$ cat src/rtl/rdp_pkg.sv
// Shared constants and helpers for the read return pipeline.
// Assumes a 12-bit mode word with the latency code and operating-mode bits at fixed positions.
package rdp_pkg;
    localparam int MODE_W     = 12;
    localparam int LAT_LSB    = 4;
    localparam int OP_LSB     = 7;
    // Reset word: single-location writes, latency code 2, burst length code 8
    localparam logic [MODE_W-1:0] MODE_RST = 12'h223;

    // True when a three-bit latency code names a supported latency
    function automatic logic lat_code_ok(input logic [2:0] code);
        return (code == 3'd1) || (code == 3'd2) || (code == 3'd3);
    endfunction
endpackage

$ cat src/rtl/rdp_mode_reg.sv
// Mode register holding the read latency.
// A load is taken only when all banks are idle and the word holds a legal setting; otherwise an error pulse is raised.
module rdp_mode_reg
    import rdp_pkg::*;
#(
    parameter int LAT_W = 2
) (
    input  logic              clk,
    input  logic              rst_n,
    input  logic              load,
    input  logic [MODE_W-1:0] word,
    input  logic              idle,
    output logic [LAT_W-1:0]  lat,
    output logic              err
);
    logic [2:0] code;
    logic [1:0] opm;
    logic       accept;

    // Decode the load request against its acceptance rules
    always_comb begin
        code   = word[LAT_LSB +: 3];
        opm    = word[OP_LSB +: 2];
        accept = load && idle && lat_code_ok(code) && (opm == 2'b00);
    end

    // Hold the latency and flag rejected loads
    always_ff @(posedge clk) begin
        if (!rst_n) begin
            lat <= LAT_W'(MODE_RST[LAT_LSB +: 3]);
            err <= 1'b0;
        end else begin
            err <= load && !accept;
            if (accept) begin
                lat <= LAT_W'(code);
            end
        end
    end
endmodule

$ cat src/rtl/rdp_beat_pipe.sv
// Shift register of beats (valid flag and data), tapped at the stage that the latency selects.
// Assumes the latency does not change while beats are in flight.
module rdp_beat_pipe #(
    parameter int DW    = 16,
    parameter int DEPTH = 3,
    parameter int LAT_W = 2
) (
    input  logic             clk,
    input  logic             rst_n,
    input  logic             in_vld,
    input  logic [DW-1:0]    in_data,
    input  logic [LAT_W-1:0] lat,
    output logic             out_vld,
    output logic [DW-1:0]    out_data
);
    logic [DEPTH-1:0] vld;
    logic [DW-1:0]    dat [DEPTH];

    // Stage 0 captures the beat on its request edge
    always_ff @(posedge clk) begin
        if (!rst_n) begin
            vld[0] <= 1'b0;
            dat[0] <= '0;
        end else begin
            vld[0] <= in_vld;
            dat[0] <= in_vld ? in_data : '0;
        end
    end

    for (genvar g = 1; g < DEPTH; g++) begin : g_stage
        // Each later stage adds one cycle of delay
        always_ff @(posedge clk) begin
            if (!rst_n) begin
                vld[g] <= 1'b0;
                dat[g] <= '0;
            end else begin
                vld[g] <= vld[g-1];
                dat[g] <= dat[g-1];
            end
        end
    end

    // Select the stage that matches the programmed latency
    always_comb begin
        out_vld  = 1'b0;
        out_data = '0;
        for (int k = 0; k < DEPTH; k++) begin
            if (lat == LAT_W'(k + 1)) begin
                out_vld  = vld[k];
                out_data = dat[k];
            end
        end
    end
endmodule

$ cat src/rtl/rdp_lane_mask.sv
// Fixed-delay pipeline for the per-lane read mask.
// Assumes DELAY is at least 1.
module rdp_lane_mask #(
    parameter int LANES = 2,
    parameter int DELAY = 2
) (
    input  logic             clk,
    input  logic             rst_n,
    input  logic [LANES-1:0] mask_in,
    output logic [LANES-1:0] mask_out
);
    logic [LANES-1:0] sh [DELAY];

    // First stage samples the mask pins
    always_ff @(posedge clk) begin
        if (!rst_n) sh[0] <= '0;
        else        sh[0] <= mask_in;
    end

    for (genvar g = 1; g < DELAY; g++) begin : g_dly
        // Later stages carry the mask forward
        always_ff @(posedge clk) begin
            if (!rst_n) sh[g] <= '0;
            else        sh[g] <= sh[g-1];
        end
    end

    assign mask_out = sh[DELAY-1];
endmodule

$ cat src/rtl/rd_return_pipe.sv
// Read return path: programmable data latency, fixed mask delay, burst cut on terminate.
// Assumes at most one of rd_cmd, bt_cmd and at_cmd is high in any cycle.
module rd_return_pipe
    import rdp_pkg::*;
#(
    parameter int DW       = 16,
    parameter int MAX_LAT  = 3,
    parameter int MASK_DLY = 2
) (
    input  logic              clk,
    input  logic              rst_n,
    input  logic              mode_load,
    input  logic [MODE_W-1:0] mode_word,
    input  logic              banks_idle,
    input  logic              rd_cmd,
    input  logic              bt_cmd,
    input  logic              at_cmd,
    input  logic              burst_live,
    input  logic [DW-1:0]     arr_data,
    input  logic [DW/8-1:0]   dqm,
    output logic [DW-1:0]     dq_out,
    output logic [DW/8-1:0]   dq_oe,
    output logic              dq_valid,
    output logic              load_err
);
    localparam int LANES = DW / 8;
    localparam int LAT_W = $clog2(MAX_LAT + 1);

    logic [LAT_W-1:0] lat_q;
    logic             cut_q;
    logic             term;
    logic             beat_req;
    logic             pipe_vld;
    logic [DW-1:0]    pipe_data;
    logic [LANES-1:0] mask_q;

    rdp_mode_reg #(.LAT_W(LAT_W)) mode_i (
        .clk  (clk),
        .rst_n(rst_n),
        .load (mode_load),
        .word (mode_word),
        .idle (banks_idle),
        .lat  (lat_q),
        .err  (load_err)
    );

    // Combine the command and burst flag into a beat request
    always_comb begin
        term     = bt_cmd || at_cmd;
        beat_req = rd_cmd || (burst_live && !cut_q && !term);
    end

    // Track whether the current burst has been cut; no burst exists before the first READ
    always_ff @(posedge clk) begin
        if (!rst_n)      cut_q <= 1'b1;
        else if (rd_cmd) cut_q <= 1'b0;
        else if (term)   cut_q <= 1'b1;
    end

    rdp_beat_pipe #(.DW(DW), .DEPTH(MAX_LAT), .LAT_W(LAT_W)) pipe_i (
        .clk     (clk),
        .rst_n   (rst_n),
        .in_vld  (beat_req),
        .in_data (arr_data),
        .lat     (lat_q),
        .out_vld (pipe_vld),
        .out_data(pipe_data)
    );

    rdp_lane_mask #(.LANES(LANES), .DELAY(MASK_DLY)) mask_i (
        .clk     (clk),
        .rst_n   (rst_n),
        .mask_in (dqm),
        .mask_out(mask_q)
    );

    assign dq_valid = pipe_vld;

    for (genvar l = 0; l < LANES; l++) begin : g_lane
        // Drive a lane only when a beat is present and the lane is not masked
        always_comb begin
            dq_oe[l]         = pipe_vld && !mask_q[l];
            dq_out[8*l +: 8] = dq_oe[l] ? pipe_data[8*l +: 8] : 8'h00;
        end
    end
endmodule

$ cat config.mk
export PLATFORM = sky130hd
export DESIGN_NAME = rd_return_pipe
export DESIGN_NICKNAME = d
export VERILOG_FILES = /design/src/rtl/rdp_pkg.sv /design/src/rtl/rdp_mode_reg.sv /design/src/rtl/rdp_beat_pipe.sv /design/src/rtl/rdp_lane_mask.sv /design/src/rtl/rd_return_pipe.sv
export SDC_FILE = /design/constraint.sdc
export NUM_CORES = 1
export LEC_CHECK = 0
export BUFFER_PORTS_ARGS = -buffer_cell sky130_fd_sc_hd__buf_2
export CORE_MARGIN = 4
export CORE_UTILIZATION = 32
export CTS_BUF_LIST = sky130_fd_sc_hd__clkbuf_16
export DETAILED_ROUTE_END_ITERATION = 16
export PLACE_DENSITY = 0.58
export SETUP_SLACK_MARGIN = 0.4
export SYNTH_ARGS = -nofsm -noshare
export SYNTH_HDL_FRONTEND = slang
export SYNTH_HIERARCHICAL = 1
export SYNTH_SLANG_ARGS = --single-unit
export TNS_END_PERCENT = 1
$ cat constraint.sdc
create_clock -name clk -period 2.15 [get_ports clk]
set_input_delay 0.1075 -clock clk [delete_from_list [all_inputs] [get_ports clk]]
set_output_delay 0.1075 -clock clk [all_outputs]
set_load 0.01 [all_outputs]
==> results.sh, run 1 <==
export IMPL_insertion_delay_ns=0.31
export IMPL_drc=0
export IMPL_slowest_delay_ns=0.36
export IMPL_io_pins=58
export IMPL_fin_total_pwr_mw=2.45
export IMPL_drive_above_1_share_pct=39.8
export IMPL_core_area_sq_mm=0.00683
export IMPL_grt_usage_pct=11.4
export IMPL_period_share_pct=83.3
export IMPL_worstSetupStartpointType="register"
export IMPL_fin_ws_ns=0.359
export IMPL_antenna_found_initial=0
export IMPL_cts_path_max_buffers=2
export IMPL_design_die_area_sq_mm=0.00844
export IMPL_wl_per_cell_um=12.8
export IMPL_die_y_um=91.9
export IMPL_worstPathMaxFanout=5
export IMPL_cts_buffers=9
export IMPL_cp_cell_sequence="mux2_4 > a22o_4 > nor2b_4 > and2_4 > buf_2"
export IMPL_worstHoldPathCells=2
export IMPL_crit_type="reg2out"
export IMPL_drtPass1Iterations=4
export IMPL_drv_slew=0
export IMPL_synthDistinctLibCells=21
export IMPL_io_buffers=50
export IMPL_dp_hpwl_um=2780
export IMPL_yosys_warnings=6
export IMPL_worstPathRequired_ns=2.04
export IMPL_grt_first_pass_wirelength_um=7350
export IMPL_clkSinkCount=59
export IMPL_slowest_stage="dfxtp_4"
export IMPL_hold_viol_final=0
export IMPL_slew_headroom_pct=67.4
export IMPL_worst_path_buf_inv=1
export IMPL_power_leakage_nw=1.37
export IMPL_final_setup_tns_ns=0
export IMPL_die_w_um=91.9
export IMPL_vias=1518
export IMPL_grt_overflow=0
export IMPL_syn2layout_area_growth_pct=30.6
export IMPL_peakVddDrop_v=0.000394
export IMPL_fp_row_count=30
export IMPL_grt_setup_unrepaired="yes"
export IMPL_min_period_ns=1.79
export IMPL_synth_cells=195
export IMPL_crit_arrival_ns=1.68
export IMPL_cts_tree="done"
export IMPL_drt_iter0_drc=73
export IMPL_syn_area_per_cell_sq_um=11.5
export IMPL_gp_congestion=0.690
export IMPL_grt_start_max_net_pins=62
export IMPL_powerDensity_mw_per_mm2=835
export IMPL_tightest_slew_ns=0.489
export IMPL_cp_depth=5
export IMPL_antenna_cells=0
export IMPL_seq_area_frac_synth_pct=52.4
export IMPL_pre_cts_slack_ns=0.556
export IMPL_cts_max_level=3
export IMPL_status="completed"
export IMPL_layout_nets=293
export IMPL_finClkSkew_ns=0.00368
export IMPL_synth_fp_nets=233
export IMPL_max_clock_freq_mhz=558
export IMPL_drt_wl_total_um=4560
export IMPL_finalSetupViolCount=0
export IMPL_clk_pin_slew_worst_paths_ns=0.05
export IMPL_reg2regPathDepth=3
export IMPL_syn_area_sq_mm=0.00225
export IMPL_hp_class="in2reg"
export IMPL_grt_pass1_vias=1535
export IMPL_crit_family="flip-flops"
export IMPL_viasPerCell=4.28
export IMPL_ant_nets=0
export IMPL_cp_end_kind="output pin"
export IMPL_cts_root_buf="clkbuf_16"
export IMPL_start_util_pct=33.0
export IMPL_drv_cap=0
export IMPL_ys_ff_latch=59
[registers in the layout, summed over array words and instances, names as in the netlist]
name / count
pipe_i/dat: 48
mask_i/sh: 4
pipe_i/vld: 3
mode_i/lat: 2
cut_q: 1
mode_i/err: 1
[layout by cell type, fill, tap and decap left out, types with 5 or more instances in the layout]
master and count:
dfxtp_1 57, buf_2 49, and2_1 48, a22o_1 16, and3_1 16, mux2_4 11
clkbuf_16 9, and2_4 7, mux2_2 6, buf_4 6, nor2b_4 5
[layer usage]
metal | part of all wire [%] | up-vias | global-route usage, % | wire length, um
li1 | - | 783 | - | -
met1 | 47 | 703 | 14.1 | 2150
met2 | 48 | 27 | 18.1 | 2210
met3 | 3.1 | 5 | 2.87 | 143
met4 | 1.3 | 0 | 6.31 | 60
met5 | 0 | - | 0 | 0
[stage by stage]
step	cell area, sq um	hold slack, ns	utilization, %	instances
after floorplan	2250	0.184	-	195
after global placement	2550	0.319	37.4	332
after detailed placement	2550	0.317	37.4	332
after CTS	2930	0.0183	42.9	354
after global routing	2940	0.0254	43.0	355
final	2940	0.0301	43.0	355
[cells by family after synthesis]
group,count (synthesis),share of synthesized area [%]
flip-flops,59,52.4
AO/OA/AOI/OAI,20,7.50
multiplexers,19,11.1
AND/OR/NAND/NOR,83,24.2
buffers and inverters,14,4.78
[final timing paths]
| kind | startpoint | to | slack [ns] |
|---|---|---|---|
| worst min-delay path | arr_data[7] | pipe_i/dat[0][7]$_SDFF_PN0_ | 0.03 |
| worst max-delay path | mode_i/lat[0]$_SDFFE_PN0P_ | dq_out[6] | 0.36 |
| worst max register to register | cut_q$_SDFFE_PN1P_ | pipe_i/dat[0][4]$_SDFF_PN0_ | 0.86 |
| worst min register to register | mask_i/sh[0][0]$_SDFF_PN0_ | mask_i/sh[1][0]$_SDFF_PN0_ | 0.43 |
[synth_stat cells, drive strengths merged]
master	n	area [sq um]
a21o	1	7.51
a22o	17	149
and2	55	344
and3	16	100
buf	7	81.3
clkbuf	7	26.3
dfxtp	59	1180
mux2	17	229
mux2i	2	20.0
nand2	4	17.5
nor2	1	3.75
nor2b	5	53.8
nor3	1	5.00
nor4	1	21.3
o21ai	1	5.00
o21bai	1	7.51
[final cells by class]
type / instances / area, sq um
timing repair buffer: 61 / 363
multi-input combinational: 124 / 1020
tap: 96 / 120
fill: 690 / 3890
sequential: 59 / 1190
clock buffer: 9 / 225
clock inverter: 6 / 25.0
[timing repair]
action                                  CTS  global route
gates cloned                              2             0
setup buffers                             2             1
endpoints found under the setup margin   16            16
hold endpoints to repair                  3             0
pin swaps                                11             0
gates resized for setup                  19             0
hold buffers                              3             0
[where the power goes]
part / internal, mW / switching, mW
Clock: 0.748 / 0.429
Sequential: 1.13 / 0.0162
Combinational: 0.0744 / 0.0562
Total: 1.95 / 0.501
[worst reg2reg max path, stage by stage, from the launching register on]
cell and delay [ns]:
dfxtp_1 0.29, nor3_1 0.21, a21o_1 0.46, and3_1 0.26
(Power assumes the default switching activity.)
==> run 2, diff against run 1 <==
Settings changed: ABC_AREA set to 1, PLACE_DENSITY 0.58 to 0.59.
Clock period 2.15 ns to 1.5 ns, I/O delays scaled along.
==> run 2 against run 1 <==
Effect of this change: the flow now finishes with violations (setup timing); combinational power up 110%; register-to-register slack worse by 0.33 ns; global-route usage up 0.78 points; non-clock buffer count up 17; synthesized cell count up 66%; largest cell class unchanged.
==> results.sh, run 2 <==
export IMPL_grt_first_pass_wirelength_um=8600
export IMPL_grt_setup_unrepaired="yes"
export IMPL_peakVddDrop_v=0.000634
export IMPL_drive_above_1_share_pct=29.1
export IMPL_p_seq_share_pct=42.8
export IMPL_hold_viol_final=0
export IMPL_finalSetupViolCount=5
export IMPL_grtUsageMet3_pct=3.75
export IMPL_wl_per_cell_um=10.2
export IMPL_final_cell_mix="inv_1 (78), nand3_1 (68), dfxtp_1 (57)"
export IMPL_synthDistinctLibCells=16
export IMPL_hp_class="in2reg"
export IMPL_drv_cap=0
export IMPL_powerDensity_mw_per_mm2=1120
export IMPL_vias=2056
export IMPL_period_share_pct=101
export IMPL_fp_row_count=31
export IMPL_insertion_delay_ns=0.32
export IMPL_worstReg2RegStart="cut_q$_SDFFE_PN1P_"
export IMPL_gp_congestion=0.710
export IMPL_hold_slack_ns=0.0230
export IMPL_drv_slew=0
export IMPL_max_clock_freq_mhz=662
export IMPL_crit_family="simple AND/OR/NAND/NOR gates"
export IMPL_fin_total_pwr_mw=3.84
export IMPL_syn_area_sq_mm=0.00250
export IMPL_design_area_sq_mm=0.00344
export IMPL_synth_fp_nets=361
export IMPL_grt_use_met2_pct=19.7
export IMPL_worstSetupStartpointType="register"
export IMPL_ys_ff_latch=59
export IMPL_comb_power_share_pct=7.1
export IMPL_crit_type="reg2out"
export IMPL_slowest_delay_ns=0.38
export IMPL_syn2layout_area_growth_pct=37.6
export IMPL_worstPathMaxFanout=8
export IMPL_place_area_sq_mm=0.00285
export IMPL_grt_overflow=0
export IMPL_yosysMostFrequentCell="inv_1"
export IMPL_holdCritStartpoint="rd_cmd"
export IMPL_async_flop_share_pct=0
export IMPL_yosys_warnings=6
export IMPL_clkSinkCount=59
export IMPL_largest_register="pipe_i/dat"
export IMPL_cts_root_buf="clkbuf_16"
export IMPL_largest_register_ffs=48
export IMPL_io_buffers=50
export IMPL_synthTopCellsByArea="dfxtp_1 (47%), nand3_1 (14%), inv_1 (12%)"
export IMPL_synth_largest_area_cell="dfxtp_1"
export IMPL_synth_ff_type="dfxtp_1"
export IMPL_die_y_um=96.3
export IMPL_drt_wl_total_um=5100
export IMPL_io_pins=58
export IMPL_min_period_ns=1.51
export IMPL_synth_cells=323
export IMPL_die_w_um=96.3
export IMPL_intPower_mw=3.00
export IMPL_start_util_pct=33.7
export IMPL_tightest_slew_ns=0.402
export IMPL_finClkSkew_ns=0.00794
export IMPL_drtPass1Iterations=4
export IMPL_worstPathRequired_ns=1.42
export IMPL_status="finished with violations"
export IMPL_design_die_area_sq_mm=0.00928
export IMPL_antenna_found_initial=0
export IMPL_grtUsageMet1_pct=14.7
export IMPL_violations="setup timing"
export IMPL_core_area_sq_mm=0.00741
export IMPL_seq_area_frac_synth_pct=47.3
export IMPL_cp_cell_sequence="inv_6 > nand3_2 > nand3_2 > inv_2 > nor2_4 > inv_8 > nor2_4 > buf_6"
export IMPL_viasPerCell=4.10
export IMPL_worst_path_buf_inv=4
export IMPL_busiest_layer="met2"
export IMPL_grt_usage_pct=12.2
export IMPL_layout_nets=435
export IMPL_slew_headroom_pct=73.2
export IMPL_p_switching_mw=0.842
export IMPL_clkPwrFrac_pct=50.1
export IMPL_dp_hpwl_um=3400
export IMPL_synth_edf_count=0
export IMPL_fin_util_pct=46.4
export IMPL_drt_iter0_drc=85
export IMPL_drc=0
export IMPL_grt_pass1_vias=1926
export IMPL_synth_top_area_share_pct=47.3
export IMPL_crit_arrival_ns=1.44
export IMPL_power_leakage_nw=1.79
export IMPL_cts_buffers=9
export IMPL_fin_ws_ns=-0.0109
export IMPL_cts_tree="done"
export IMPL_cts_max_level=3
export IMPL_crit_path_start="mode_i/lat[0]$_SDFFE_PN0P_"
export IMPL_final_common_cell="inv_1"
export IMPL_syn_area_per_cell_sq_um=7.73
export IMPL_top_regs="pipe_i/dat (48), mask_i/sh (4), pipe_i/vld (3)"
export IMPL_grt_start_max_net_pins=27
export IMPL_ant_nets=0
export IMPL_slowest_stage="dfxtp_4"
export IMPL_p_sw_share_pct=21.9
export IMPL_clk_pin_slew_worst_paths_ns=0.05
export IMPL_synth_commonest_cells="inv_1 (77), nand3_1 (72), dfxtp_1 (59)"
export IMPL_antenna_cells=0
export IMPL_cts_path_max_buffers=2
export IMPL_cp_end_kind="output pin"
run 2: changes by cell type in the layout (fill, tap and decap cells not counted), sizes merged, moves of 2 or more:
cell	before	now
inv	1	84
nand3	0	72
and2	55	0
nand2	4	50
nor2	1	43
a22o	17	0
mux2	17	0
and3	16	0
dlygate4sd3	3	18
nor2b	7	0
buf	58	60
mux2i	2	0
run 2: cell families after synthesis:
group                  share of synthesized area (%)
AND/OR/NAND/NOR                                 33.7
AO/OA/AOI/OAI                                  0.200
buffers and inverters                           18.8
flip-flops                                      47.3
run 2: final timing paths:
| kind | to | depth (start not counted) | slack, ns |
|---|---|---|---|
| setup / recovery | dq_out[7] | 8 | -0.01 |
| hold reg to reg | mask_i/sh[1][1]$_SDFF_PN0_ | 2 | 0.41 |
| hold / removal | cut_q$_SDFFE_PN1P_ | 4 | 0.02 |
| setup reg to reg | pipe_i/dat[0][4]$_SDFF_PN0_ | 5 | 0.53 |
run 2: through the flow:
step	setup TNS, ns	cells	setup WS (ns)
after floorplan	0	323	0.212
after global placement	0	464	0.196
after detailed placement	0	464	0.194
after CTS	-0.128	501	-0.0192
after global routing	-1.19	501	-0.103
final	-0.0258	501	-0.0109
run 2: repair_timing:
action | in CTS | in global routing
endpoints found under the setup margin | 19 | 22
pin swaps | 3 | 1
hold endpoints to repair | 18 | 0
setup buffers | 3 | 0
resized for setup | 13 | 9
hold buffers | 18 | 0
run 2: layout make-up:
type	count	area [sq um]
Sequential cell	59	1190
Clock buffer	9	225
Tap cell	99	124
Multi-Input combinational cell	166	928
Inverter	83	332
Clock inverter	7	60.1
Timing Repair Buffer	78	578
Fill cell	734	3970
run 2: worst reg2reg max path: stages (launching register included):
cell     delay (ns)
dfxtp_1        0.29
inv_1          0.06
nand3_1        0.09
nand2_2        0.12
nand2_8        0.16
nor2_1         0.18
run 2: metal layers:
metal | share of wire (%) | vias up | wire [um]
met2 | 48 | 27 | 2430
met4 | 0.67 | 0 | 34
li1 | - | 1106 | -
met1 | 48 | 919 | 2450
met3 | 3.6 | 4 | 183
met5 | 0 | - | 0
run 2: power groups by stage:
stage / Clock, mW / Sequential (mW) / Combinational [mW]
after detailed placement: 0 / 1.68 / 0.234
after global routing: 2.03 / 1.65 / 0.307
after CTS: 1.96 / 1.64 / 0.275
after global placement: 0 / 1.68 / 0.230
after floorplan: 0 / 1.67 / 0.173
final: 1.93 / 1.64 / 0.274
